===== src/rtl/irq_pkg.sv =====
// Package: shared sizes, types and vector constants for the interrupt
// controller. Assumes a fixed set of five sources with vectors spaced evenly.
package irq_pkg;
    localparam int unsigned NSRC     = 5;
    localparam int unsigned IDXW     = $clog2(NSRC);
    localparam logic [7:0]  VEC_BASE = 8'h40;
    localparam logic [7:0]  VEC_STEP = 8'h08;

    typedef logic [NSRC-1:0] src_vec_t;
    typedef logic [IDXW-1:0] src_idx_t;

    // Vector address for a source index.
    function automatic logic [7:0] vec_of(input src_idx_t idx);
        return VEC_BASE + (8'(idx) * VEC_STEP);
    endfunction
endpackage


===== src/rtl/irq_flag_reg.sv =====
// Pending-flag register. Holds one bit per source.
// Assumes the dispatch-clear mask is one-hot or zero.
// Update order within a cycle: dispatch clear, then bus write, then source pulses.
module irq_flag_reg
    import irq_pkg::*;
(
    input  logic     clk,
    input  logic     rst_n,
    input  src_vec_t set_pulse,
    input  logic     wr_en,
    input  src_vec_t wr_data,
    input  logic     clr_en,
    input  src_idx_t clr_idx,
    output src_vec_t flags
);
    src_vec_t flags_q;
    src_vec_t flags_d;
    src_vec_t clr_mask;

    // Build the next flag value from clear, write and set sources.
    always_comb begin
        clr_mask = clr_en ? (src_vec_t'(1) << clr_idx) : '0;
        flags_d  = flags_q & ~clr_mask;
        if (wr_en) begin
            flags_d = wr_data;
        end
        flags_d = flags_d | set_pulse;
    end

    // Register the flags with synchronous reset.
    always_ff @(posedge clk) begin
        if (!rst_n) begin
            flags_q <= '0;
        end else begin
            flags_q <= flags_d;
        end
    end

    assign flags = flags_q;
endmodule


===== src/rtl/irq_enable_reg.sv =====
// Per-source enable register, written whole from the bus.
// Stores all DW bits; only the low bits take part in arbitration.
module irq_enable_reg #(
    parameter int unsigned DW = 8
) (
    input  logic          clk,
    input  logic          rst_n,
    input  logic          wr_en,
    input  logic [DW-1:0] wr_data,
    output logic [DW-1:0] en_q
);
    // Capture bus writes; clear on reset.
    always_ff @(posedge clk) begin
        if (!rst_n) begin
            en_q <= '0;
        end else if (wr_en) begin
            en_q <= wr_data;
        end
    end
endmodule


===== src/rtl/irq_master_en.sv =====
// Global master enable. Priority, highest first: dispatch clear, disable
// strobe, enable/restore strobes. Assumes every strobe lasts one cycle.
module irq_master_en (
    input  logic clk,
    input  logic rst_n,
    input  logic set_req,
    input  logic restore_req,
    input  logic clr_req,
    input  logic dispatch,
    output logic ime
);
    logic ime_q;

    // Resolve the strobes into the next master-enable value.
    always_ff @(posedge clk) begin
        if (!rst_n) begin
            ime_q <= 1'b0;
        end else if (dispatch || clr_req) begin
            ime_q <= 1'b0;
        end else if (set_req || restore_req) begin
            ime_q <= 1'b1;
        end
    end

    assign ime = ime_q;
endmodule


===== src/rtl/irq_arbiter.sv =====
// Fixed-priority arbiter with vector hold. Bit 0 is most urgent. Once a
// vector is presented it is locked while its source stays pending and no
// acknowledge arrives, so a late urgent source does not swap it.
module irq_arbiter
    import irq_pkg::*;
(
    input  logic       clk,
    input  logic       rst_n,
    input  src_vec_t   pending,
    input  logic       ime,
    input  logic       ack,
    output logic       req,
    output logic [7:0] vec,
    output logic       disp_en,
    output src_idx_t   disp_idx
);
    logic [NSRC:0] blocked;
    src_vec_t      grant;
    src_idx_t      top_idx;
    src_idx_t      sel_idx;
    logic          lock_vld_q;
    src_idx_t      lock_idx_q;
    logic          hold;

    // Priority chain: a bit is granted when no lower bit is pending.
    assign blocked[0] = 1'b0;
    generate
        for (genvar i = 0; i < NSRC; i++) begin : g_chain
            assign grant[i]     = pending[i] & ~blocked[i];
            assign blocked[i+1] = blocked[i] | pending[i];
        end
    endgenerate

    // Encode the one-hot grant into an index.
    always_comb begin
        top_idx = '0;
        for (int i = 0; i < NSRC; i++) begin
            if (grant[i]) begin
                top_idx = top_idx | src_idx_t'(i);
            end
        end
    end

    // Choose between the locked source and the current winner.
    always_comb begin
        hold    = lock_vld_q && ((pending & (src_vec_t'(1) << lock_idx_q)) != '0);
        sel_idx = hold ? lock_idx_q : top_idx;
    end

    assign req      = ime & (|pending);
    assign vec      = vec_of(sel_idx);
    assign disp_en  = req & ack;
    assign disp_idx = sel_idx;

    // Remember the presented source while the request waits for acknowledge.
    always_ff @(posedge clk) begin
        if (!rst_n) begin
            lock_vld_q <= 1'b0;
            lock_idx_q <= '0;
        end else begin
            lock_vld_q <= req & ~ack;
            lock_idx_q <= sel_idx;
        end
    end
endmodule


===== src/rtl/irq_ctrl.sv =====
// Top of the interrupt controller: register bus decode, flags, enables,
// master enable and arbiter. Bus reads are combinational on the address.
module irq_ctrl
    import irq_pkg::*;
#(
    parameter int unsigned   AW          = 16,
    parameter int unsigned   DW          = 8,
    parameter logic [AW-1:0] FLAG_ADDR   = 16'hFF0F,
    parameter logic [AW-1:0] ENABLE_ADDR = 16'hFFFF
) (
    input  logic            clk,
    input  logic            rst_n,
    input  logic [NSRC-1:0] src_pulse,
    input  logic [AW-1:0]   bus_addr,
    input  logic            bus_wr,
    input  logic [DW-1:0]   bus_wdata,
    output logic [DW-1:0]   bus_rdata,
    input  logic            ime_set,
    input  logic            ime_clr,
    input  logic            ime_restore,
    input  logic            irq_ack,
    output logic            irq_req,
    output logic [7:0]      irq_vec
);
    localparam int unsigned PADW = DW - NSRC;

    logic      hit_flag;
    logic      hit_en;
    src_vec_t  flag_q;
    logic [DW-1:0] en_q;
    src_vec_t  pending;
    logic      ime_q;
    logic      disp_en;
    src_idx_t  disp_idx;

    assign hit_flag = (bus_addr == FLAG_ADDR);
    assign hit_en   = (bus_addr == ENABLE_ADDR);

    irq_flag_reg i_flags (
        .clk       (clk),
        .rst_n     (rst_n),
        .set_pulse (src_pulse),
        .wr_en     (bus_wr & hit_flag),
        .wr_data   (bus_wdata[NSRC-1:0]),
        .clr_en    (disp_en),
        .clr_idx   (disp_idx),
        .flags     (flag_q)
    );

    irq_enable_reg #(.DW(DW)) i_enable (
        .clk     (clk),
        .rst_n   (rst_n),
        .wr_en   (bus_wr & hit_en),
        .wr_data (bus_wdata),
        .en_q    (en_q)
    );

    irq_master_en i_master (
        .clk         (clk),
        .rst_n       (rst_n),
        .set_req     (ime_set),
        .restore_req (ime_restore),
        .clr_req     (ime_clr),
        .dispatch    (disp_en),
        .ime         (ime_q)
    );

    assign pending = en_q[NSRC-1:0] & flag_q;

    irq_arbiter i_arb (
        .clk      (clk),
        .rst_n    (rst_n),
        .pending  (pending),
        .ime      (ime_q),
        .ack      (irq_ack),
        .req      (irq_req),
        .vec      (irq_vec),
        .disp_en  (disp_en),
        .disp_idx (disp_idx)
    );

    // Read mux: unused flag bits read as ones.
    always_comb begin
        if (hit_flag) begin
            bus_rdata = {{PADW{1'b1}}, flag_q};
        end else if (hit_en) begin
            bus_rdata = en_q;
        end else begin
            bus_rdata = '0;
        end
    end
endmodule


===== config.mk =====
export PLATFORM = sky130hd
export DESIGN_NAME = irq_ctrl
export DESIGN_NICKNAME = d
export VERILOG_FILES = /design/src/rtl/irq_pkg.sv /design/src/rtl/irq_flag_reg.sv /design/src/rtl/irq_enable_reg.sv /design/src/rtl/irq_master_en.sv /design/src/rtl/irq_arbiter.sv /design/src/rtl/irq_ctrl.sv
export SDC_FILE = /design/constraint.sdc
export NUM_CORES = 1
export LEC_CHECK = 0
export BUFFER_PORTS_ARGS = -buffer_cell sky130_fd_sc_hd__buf_2
export CAP_MARGIN = 20
export CORE_MARGIN = 3
export CORE_UTILIZATION = 37
export CTS_BUF_LIST = sky130_fd_sc_hd__clkbuf_8
export DETAILED_ROUTE_END_ITERATION = 8
export PLACE_DENSITY_LB_ADDON = 0.15
export SYNTH_ARGS = -nofsm -noshare
export SYNTH_HDL_FRONTEND = slang
export SYNTH_SLANG_ARGS = --single-unit

===== constraint.sdc =====
create_clock -name clk -period 5.41 [get_ports clk]
set_clock_uncertainty 0.1 [all_clocks]
set_input_delay 0.541 -clock clk [delete_from_list [all_inputs] [get_ports clk]]
set_output_delay 0.541 -clock clk [all_outputs]
set_load 0.005 [all_outputs]

==> qor.yml, run 1 <==
outcome: "finished, final reports clean"
synth_area_per_cell_um2: 8.32
placement_rows: 19
max_clock_freq_mhz: 376
critPathSlowestCell: "sky130_fd_sc_hd__nor4_4"
post-layout-total-power_mw: 0.278
clockBufferDepth: 2
worst_setup_hold_path_clk_slew_ns: 0.07
finish.utilization: 0.505
path_delay_family: "simple AND/OR/NAND/NOR gates"
setup-tns-final_ns: 0
clk_root_buffer_cell: "sky130_fd_sc_hd__clkbuf_8"
yosysWarnings: 0
final_hold_viol_count: 0
min_period_over_period: 0.492
first_global_vias: 1140
yosysUniqueCellTypes: 34
area_of_the_core_um2: 2900
crit_path_max_fanout: 17
cap_violations: 0
syn-instance-count: 142
worst_hold_path_type: "primary input to register"
io_buffers: 47
detail_route.first_pass.iterations: 6
synth-seq-area-share: 0.305
synth.top_cell.area_share: 0.305
timing.critical_path.arrival_ns: 2.02
antenna_violating_nets_post_route: 0
p_leak_nw: 0.646
tritoncts.num_buffers: 3
grt_remaining_overflow: 0
stdcell_area_um2: 1470
netlist_area_um2: 1180
cts_tree: "yes"
ir_worst_vdd_v: 0.000144
slew_headroom: 0.443
top_cells_by_area_in_the_synthesized_netlist: "sky130_fd_sc_hd__dfxtp_1 31%, sky130_fd_sc_hd__nand3_1 8.5%, sky130_fd_sc_hd__nand2_1 7.9%, sky130_fd_sc_hd__a21boi_0 6.4%, sky130_fd_sc_hd__mux2i_1 4.2%"
synth_ff_type: "sky130_fd_sc_hd__dfxtp_1"
crit_path_end_kind: "output pin"
post-cts-setup-buffer-count: 0
critPathMaxStageDelay_ns: 0.82
dr_total_vias: 1198
dp_slack_ns: 2.75
synth_enable_flop_cells: 0
worst_setup_path_start_kind: "primary input"
global_route_wire_length_before_repair_um: 5000
placedInstanceArea_um2: 1410
rsz0062_at_grt: "false"
die-height_um: 62.5
synth.ff_latch_count: 18
period_minus_slack_ns: 2.66
final.fill_count: 302
post_route_cells_drive_above_1_share: 0.341
antenna_violations_before_repair: 0
post_cts_resized: 0
clock-sinks: 18
grt_use_total: 0.153
n_antenna_cell: 0
path_common_cell: "sky130_fd_sc_hd__buf_2"
globalplace.congestion: 0.866
report.final.slew_viol_count: 0
die_w_um: 62.5
initial_utilization: 0.407
detailedPlacementHpwl_um: 2270
finish.net_count: 222
worst-slew-pin-transition_ns: 0.829
area_growth_syn_to_layout_pct: 24.0
worstPathRequired_ns: 4.77
timing.final.setup_violations: 0
worstPathCellList: "buf_2 > nand4_1 > nor4_4 > a22o_1 > buf_2"
dieArea_um2: 3910
yosys.area.top_type: "sky130_fd_sc_hd__dfxtp_1"
route.final.wire_length_um: 2960
async_set_or_reset_flop_fraction_in_the_synthesized_netlist: 0
clock_insertion_delay_worst_skew_ns: 0.25
route.detailed.wl_per_inst_um: 13.0
floorplan.io_pins: 53
largest_net_degree_at_the_start_of_global_routing: 29
max_h_tree_level: 1
power.density_nw_per_um2: 190
worstSetupPathType: "primary input to output pin"
avgViaCountPerCell: 5.28
setup_ws_ns: 2.75
drt-initial-drc-count: 57
detail_route.drc_violations: 0
cts_hold_repair.buffers: 0
worstPathBufferInverterCount: 2
==> final cells by class <==
class / count / area (um2) / share of cell area
Clock buffer: 4 / 55.1 / 0.0376
Sequential cell: 18 / 360 / 0.246
Timing Repair Buffer: 47 / 235 / 0.161
Tap cell: 42 / 52.6 / 0.0359
Multi-Input combinational cell: 116 / 762 / 0.520
==> power by group <==
part | total [mW] | switching [mW] | internal (mW)
logic | 0.0261 | 0.0126 | 0.0135
registers | 0.141 | 0.00444 | 0.136
clock network | 0.111 | 0.0467 | 0.0647
total | 0.278 | 0.0638 | 0.215
==> cells in the final DEF (no fill, tap or decap), drive strengths merged, types with 2 or more instances in the layout <==
| master | n |
|---|---|
| nand3b | 2 |
| conb | 5 |
| and2 | 5 |
| clkbuf | 4 |
| nand3 | 20 |
| nor2 | 3 |
| a21oi | 2 |
| a31oi | 2 |
| a22oi | 2 |
| nand2 | 25 |
| a21boi | 10 |
| dfxtp | 18 |
| a22o | 5 |
| mux2 | 3 |
| nor4 | 2 |
| a21o | 4 |
| nand4 | 6 |
| mux2i | 5 |
| buf | 47 |
| o211ai | 5 |
==> layer usage <==
metal / routed length, um / GRT usage
met2: 1300 / 0.250
met1: 1360 / 0.189
met5: 0 / 0
met3: 252 / 0.0360
met4: 47 / 0.0689
==> cell families after synthesis <==
kind of cell | after synthesis | synth area share
simple gates | 69 | 0.321
mux | 8 | 0.0710
flops | 18 | 0.305
buf+inv | 11 | 0.0593
compound gates | 34 | 0.237
other cells | 2 | 0.00636
==> per-stage QoR <==
stage / instances / hold slack (ns)
floorplan: 145 / 0.344
global placement: 223 / 0.350
detailed placement: 223 / 0.361
CTS: 227 / 0.333
global route: 227 / 0.342
finish: 227 / 0.337
==> synth_stat cells (3+ instances only) <==
cell / n
sky130_fd_sc_hd__o211ai_1: 5
sky130_fd_sc_hd__nand2_1: 25
sky130_fd_sc_hd__mux2i_1: 5
sky130_fd_sc_hd__nand3_1: 20
sky130_fd_sc_hd__mux2_2: 3
sky130_fd_sc_hd__a21boi_0: 10
sky130_fd_sc_hd__dfxtp_1: 18
sky130_fd_sc_hd__nand4_1: 6
sky130_fd_sc_hd__a22o_1: 5
sky130_fd_sc_hd__buf_4: 5
sky130_fd_sc_hd__a21o_2: 3
sky130_fd_sc_hd__and2_1: 4
sky130_fd_sc_hd__nor2_1: 3
==> worst paths after layout <==
kind                                           from             endpoint  slack (ns)  cells after the start
worst max-delay path                   bus_addr[14]         bus_rdata[4]        2.75                      5
worst min-delay path                        ime_clr         i_master.ime        0.34                      2
worst max register to register  i_arb.lock_idx_q[1]  i_arb.lock_idx_q[1]        3.53                      5
worst min register to register     i_enable.en_q[5]     i_enable.en_q[5]        0.37                      2
==> registers in the layout, indices dropped and copies added (netlist names) <==
signal and count:
i_arb.lock_idx_q 3, i_arb.lock_vld_q 1, i_enable.en_q 8, i_flags.flags 5, i_master.ime 1
Note: power is estimated with default switching activity, not from simulation.
==> run 2, diff against run 1 <==
==> constraint.sdc (replaced) <==
create_clock -name clk -period 2.2 [get_ports clk]
set_clock_uncertainty 0.1 [all_clocks]
set_input_delay 0.22 -clock clk [delete_from_list [all_inputs] [get_ports clk]]
set_output_delay 0.22 -clock clk [all_outputs]
set_load 0.005 [all_outputs]
==> qor.yml, run 2 (synthesis results as in run 1) <==
drt-initial-drc-count: 43
clockBufferDepth: 2
grt_use_total: 0.162
die-height_um: 62.5
period_minus_slack_ns: 2.07
internal_power_mw: 0.527
io_buffers: 47
report.final.slew_viol_count: 0
cap_violations: 0
antenna_violations_before_repair: 0
layout_commonest_cell: "sky130_fd_sc_hd__buf_2"
worst-slew-pin-transition_ns: 0.510
cts_tree: "yes"
dieArea_um2: 3910
setup_ws_ns: 0.127
placed_cells: 225
worstPathRequired_ns: 1.88
first_global_vias: 1171
seq_power_share: 0.504
max_clock_freq_mhz: 482
timing.critical_path.arrival_ns: 1.75
die_w_um: 62.5
netSwitchingPower_mw: 0.159
global_route_wire_length_before_repair_um: 5300
final.fill_count: 280
detail_route.drc_violations: 0
detailedPlacementHpwl_um: 2360
power.density_nw_per_um2: 455
final_hold_viol_count: 0
grt_remaining_overflow: 0
clk_root_buffer_cell: "sky130_fd_sc_hd__clkbuf_8"
n_antenna_cell: 0
dp_slack_ns: 0.302
area_of_the_core_um2: 2900
slew_headroom: 0.658
route.final.wire_length_um: 3160
most_frequent_cells_in_the_layout: "47 x sky130_fd_sc_hd__buf_2, 25 x sky130_fd_sc_hd__nand2_1, 20 x sky130_fd_sc_hd__nand3_1, 15 x sky130_fd_sc_hd__dfxtp_1, 10 x sky130_fd_sc_hd__a21boi_0"
placement_rows: 19
clock-sinks: 18
stdcell_count: 232
timing.final.setup_violations: 0
min_period_over_period: 0.942
crit_path_end_kind: "output pin"
tritoncts.num_buffers: 3
ir_worst_vdd_v: 0.000330
dr_total_vias: 1246
worstSetupPathType: "register to output pin"
area_growth_syn_to_layout_pct: 27.9
detail_route.first_pass.iterations: 4
route.top_layer_used: "met4"
route.met3.wl_um: 257
finish.net_count: 227
clock_power_share: 0.402
route.detailed.wl_per_inst_um: 13.6
wl_met1_um: 1410
crit_path_max_fanout: 8
initial_utilization: 0.407
largest_net_degree_at_the_start_of_global_routing: 29
antenna_violating_nets_post_route: 0
floorplan.io_pins: 53
globalplace.congestion: 0.910
rsz0062_at_grt: "false"
outcome: "finished, final reports clean"
setup-tns-final_ns: 0
p_sw_frac: 0.232
max_h_tree_level: 1
worst_hold_path_type: "primary input to register"
top_register: "i_enable.en_q"
p_leak_nw: 0.671
comb_power_share: 0.095
clock_insertion_delay_worst_skew_ns: 0.25
worst_setup_path_start_kind: "register"
met2RoutedLength_um: 1480
post_route_cells_drive_above_1_share: 0.379
flip_flop_count_of_the_largest_register_all_copies_and_words_added: 8
worst_setup_hold_path_clk_slew_ns: 0.07
avgViaCountPerCell: 5.37
run 2: power groups by stage:
stage	Sequential, mW	Clock [mW]	Combinational [mW]
2_1_floorplan	0.351	0	0.0356
3_3_place_gp	0.353	0	0.0627
3_5_place_dp	0.353	0	0.0646
4_1_cts	0.346	0.282	0.0656
5_1_grt	0.347	0.290	0.0740
6_report	0.346	0.276	0.0650
run 2: timing repair:
item / 4_1_cts / 5_1_grt
hold buffers: 0 / 0
endpoints found under the setup margin: 0 / 3
setup buffers: 0 / 3
resized for setup: 0 / 4
hold endpoints to repair: 0 / 0
run 2: cell type report:
class | instances | area, um2 | share of cell area
multi-input combinational | 116 | 766 | 0.507
clock buffer | 4 | 55.1 | 0.0365
sequential | 18 | 364 | 0.241
timing repair buffer | 52 | 273 | 0.181
tap | 42 | 52.6 | 0.0348
run 2: path summary, 6_finish.rpt:
check                        start               end  slack, ns  cells after the start
setup reg to reg  i_flags.flags[2]  i_flags.flags[2]       0.40                      5
hold reg to reg   i_enable.en_q[5]  i_enable.en_q[5]       0.36                      2
hold / removal             ime_clr      i_master.ime       0.01                      2
setup / recovery  i_flags.flags[2]        irq_vec[4]       0.13                      5
run 2: critical path, cell delays in order, from the launching register on:
cell and delay, ns:
sky130_fd_sc_hd__dfxtp_1 0.41, sky130_fd_sc_hd__a31oi_1 0.12, sky130_fd_sc_hd__a211oi_2 0.28, sky130_fd_sc_hd__o2111ai_4 0.22, sky130_fd_sc_hd__mux2_2 0.34, sky130_fd_sc_hd__buf_2 0.13
run 2: metal layers:
layer,up-vias,GRT usage
li1,612,-
met1,582,0.202
met2,50,0.270
met3,2,0.0504
met4,0,0.0441
met5,-,0
run 2: stage by stage:
stage	utilization	hold slack [ns]	power [mW]	cell area [um2]
3_3_place_gp	0.491	0.284	0.416	1430
3_5_place_dp	0.491	0.287	0.418	1430
4_1_cts	0.510	0.0121	0.693	1480
6_report	0.521	0.0148	0.687	1510
5_1_grt	0.521	0.0235	0.712	1510
2_1_floorplan	-	0.197	0.386	1190
==> run 3, diff against run 2 <==
--- a/config.mk
+++ b/config.mk
@@ -9,7 +9,6 @@
 export CAP_MARGIN = 20
 export CORE_MARGIN = 3
 export CORE_UTILIZATION = 37
-export CTS_BUF_LIST = sky130_fd_sc_hd__clkbuf_8
 export DETAILED_ROUTE_END_ITERATION = 8
 export PLACE_DENSITY_LB_ADDON = 0.15
 export SYNTH_ARGS = -nofsm -noshare
==> qor.yml, run 3 (synthesis results as in run 1) <==
n_antenna_cell: 0
worst-slew-pin-transition_ns: 0.547
timing.hold.worst_path_depth: 3
timing.critical_path.arrival_ns: 1.78
reg2reg_depth: 5
clock-sinks: 18
placed_cells: 225
hold_ws_ns: 0.0294
route.detailed.wl_per_inst_um: 13.5
worst_setup_path_start_kind: "register"
power.density_nw_per_um2: 410
cts_tree: "yes"
worstPathRequired_ns: 1.88
final_hold_viol_count: 0
outcome: "finished, final reports clean"
global_route_wire_length_before_repair_um: 5350
largest_net_degree_at_the_start_of_global_routing: 29
first_global_vias: 1169
critPathSlowestCell: "sky130_fd_sc_hd__mux2_2"
top_register: "i_enable.en_q"
die_w_um: 62.5
clockBufferDepth: 2
slew_headroom: 0.633
most_frequent_cells_in_the_layout: "47 x sky130_fd_sc_hd__buf_2, 25 x sky130_fd_sc_hd__nand2_1, 20 x sky130_fd_sc_hd__nand3_1, 14 x sky130_fd_sc_hd__dfxtp_1, 10 x sky130_fd_sc_hd__a21boi_0"
worstPathCellList: "a31oi_1 > a211oi_2 > o2111ai_4 > mux2_2 > buf_2"
stdcell_count: 234
post_route_cells_drive_above_1_share: 0.385
area_growth_syn_to_layout_pct: 27.9
dr_total_vias: 1246
worst_hold_path_type: "primary input to register"
antenna_violating_nets_post_route: 0
crit_path_end_kind: "output pin"
grt_use_total: 0.163
setup-tns-final_ns: 0
flip_flop_count_of_the_largest_register_all_copies_and_words_added: 8
finish.net_count: 229
timing.final.setup_violations: 0
grt_remaining_overflow: 0
cap_violations: 0
tritoncts.num_buffers: 3
detail_route.first_pass.iterations: 4
dp_slack_ns: 0.302
ir_worst_vdd_v: 0.000371
drt-initial-drc-count: 47
p_leak_nw: 0.673
worst_setup_hold_path_clk_slew_ns: 0.11
max_h_tree_level: 1
floorplan.io_pins: 53
crit_path_max_fanout: 8
worstSetupPathType: "register to output pin"
area_of_the_core_um2: 2900
detail_route.drc_violations: 0
globalplace.congestion: 0.910
avgViaCountPerCell: 5.32
max_clock_freq_mhz: 477
critPathMaxStageDelay_ns: 0.39
detailedPlacementHpwl_um: 2360
rsz0062_at_grt: "false"
die-height_um: 62.5
min_period_over_period: 0.954
period_minus_slack_ns: 2.10
io_buffers: 47
layout_commonest_cell: "sky130_fd_sc_hd__buf_2"
report.final.slew_viol_count: 0
finish.utilization: 0.521
setup_ws_ns: 0.101
final.fill_count: 279
clk_root_buffer_cell: "sky130_fd_sc_hd__clkbuf_4"
route.final.wire_length_um: 3170
dieArea_um2: 3910
clock_insertion_delay_worst_skew_ns: 0.29
placement_rows: 19
antenna_violations_before_repair: 0
initial_utilization: 0.407
[run 3: cell count changes in the layout (fill, tap and decap cells not counted)]
cell                            change
sky130_fd_sc_hd__buf_4              +1
sky130_fd_sc_hd__clkbuf_4           +3
sky130_fd_sc_hd__clkbuf_8           -3
sky130_fd_sc_hd__dfxtp_1            -1
sky130_fd_sc_hd__dfxtp_2            +1
sky130_fd_sc_hd__dlygate4sd3_1      +1
sky130_fd_sc_hd__o21ai_0            -1
sky130_fd_sc_hd__o21ai_1            +1
[run 3: layout make-up]
type                       instances  area (um2)  area share
timing repair buffer              54         290       0.192
tap                               42        52.6      0.0348
multi-input combinational        116         766       0.507
clock buffer                       4        36.3      0.0240
sequential                        18         365       0.242
[run 3: power by group]
| group | internal (mW) | switching, mW |
|---|---|---|
| registers | 0.335 | 0.0109 |
| clock network | 0.101 | 0.107 |
| logic | 0.0342 | 0.0316 |
| total | 0.470 | 0.149 |
[run 3: worst paths after layout]
kind                           end  slack (ns)                 from
hold / removal    i_flags.flags[0]        0.03         src_pulse[0]
hold reg to reg   i_enable.en_q[5]        0.37     i_enable.en_q[5]
setup reg to reg  i_flags.flags[2]        0.41     i_flags.flags[2]
setup / recovery        irq_vec[4]        0.10  i_arb.lock_idx_q[1]
[run 3: layer usage]
metal,up-vias,routed length [um],part of all wire,GRT usage
li1,617,-,-,-
met1,574,1440,0.45,0.204
met2,49,1430,0.45,0.274
met3,6,247,0.078,0.0468
met4,0,46,0.015,0.0386
met5,-,0,0,0
[run 3: repair_timing]
item                                    4_1_cts  5_1_grt
cloned                                        0        0
endpoints found under the setup margin        3        3
pin swaps                                     0        2
hold buffers                                  1        0
setup buffers                                 0        4
endpoints found under the hold margin         1        0
resized for setup                             2        4
[run 3: critical path, delay by kind of cell, from the launching register on]
family / cells / cell delay, ns
buf+inv: 1 / 0.13
flops: 1 / 0.38
mux: 1 / 0.39
compound gates: 3 / 0.59
[run 3: through the flow]
step | total power [mW] | cell area, um2
CTS | 0.625 | 1470
detailed placement | 0.418 | 1430
global placement | 0.416 | 1430
floorplan | 0.386 | 1190
finish | 0.620 | 1510
global route | 0.646 | 1510
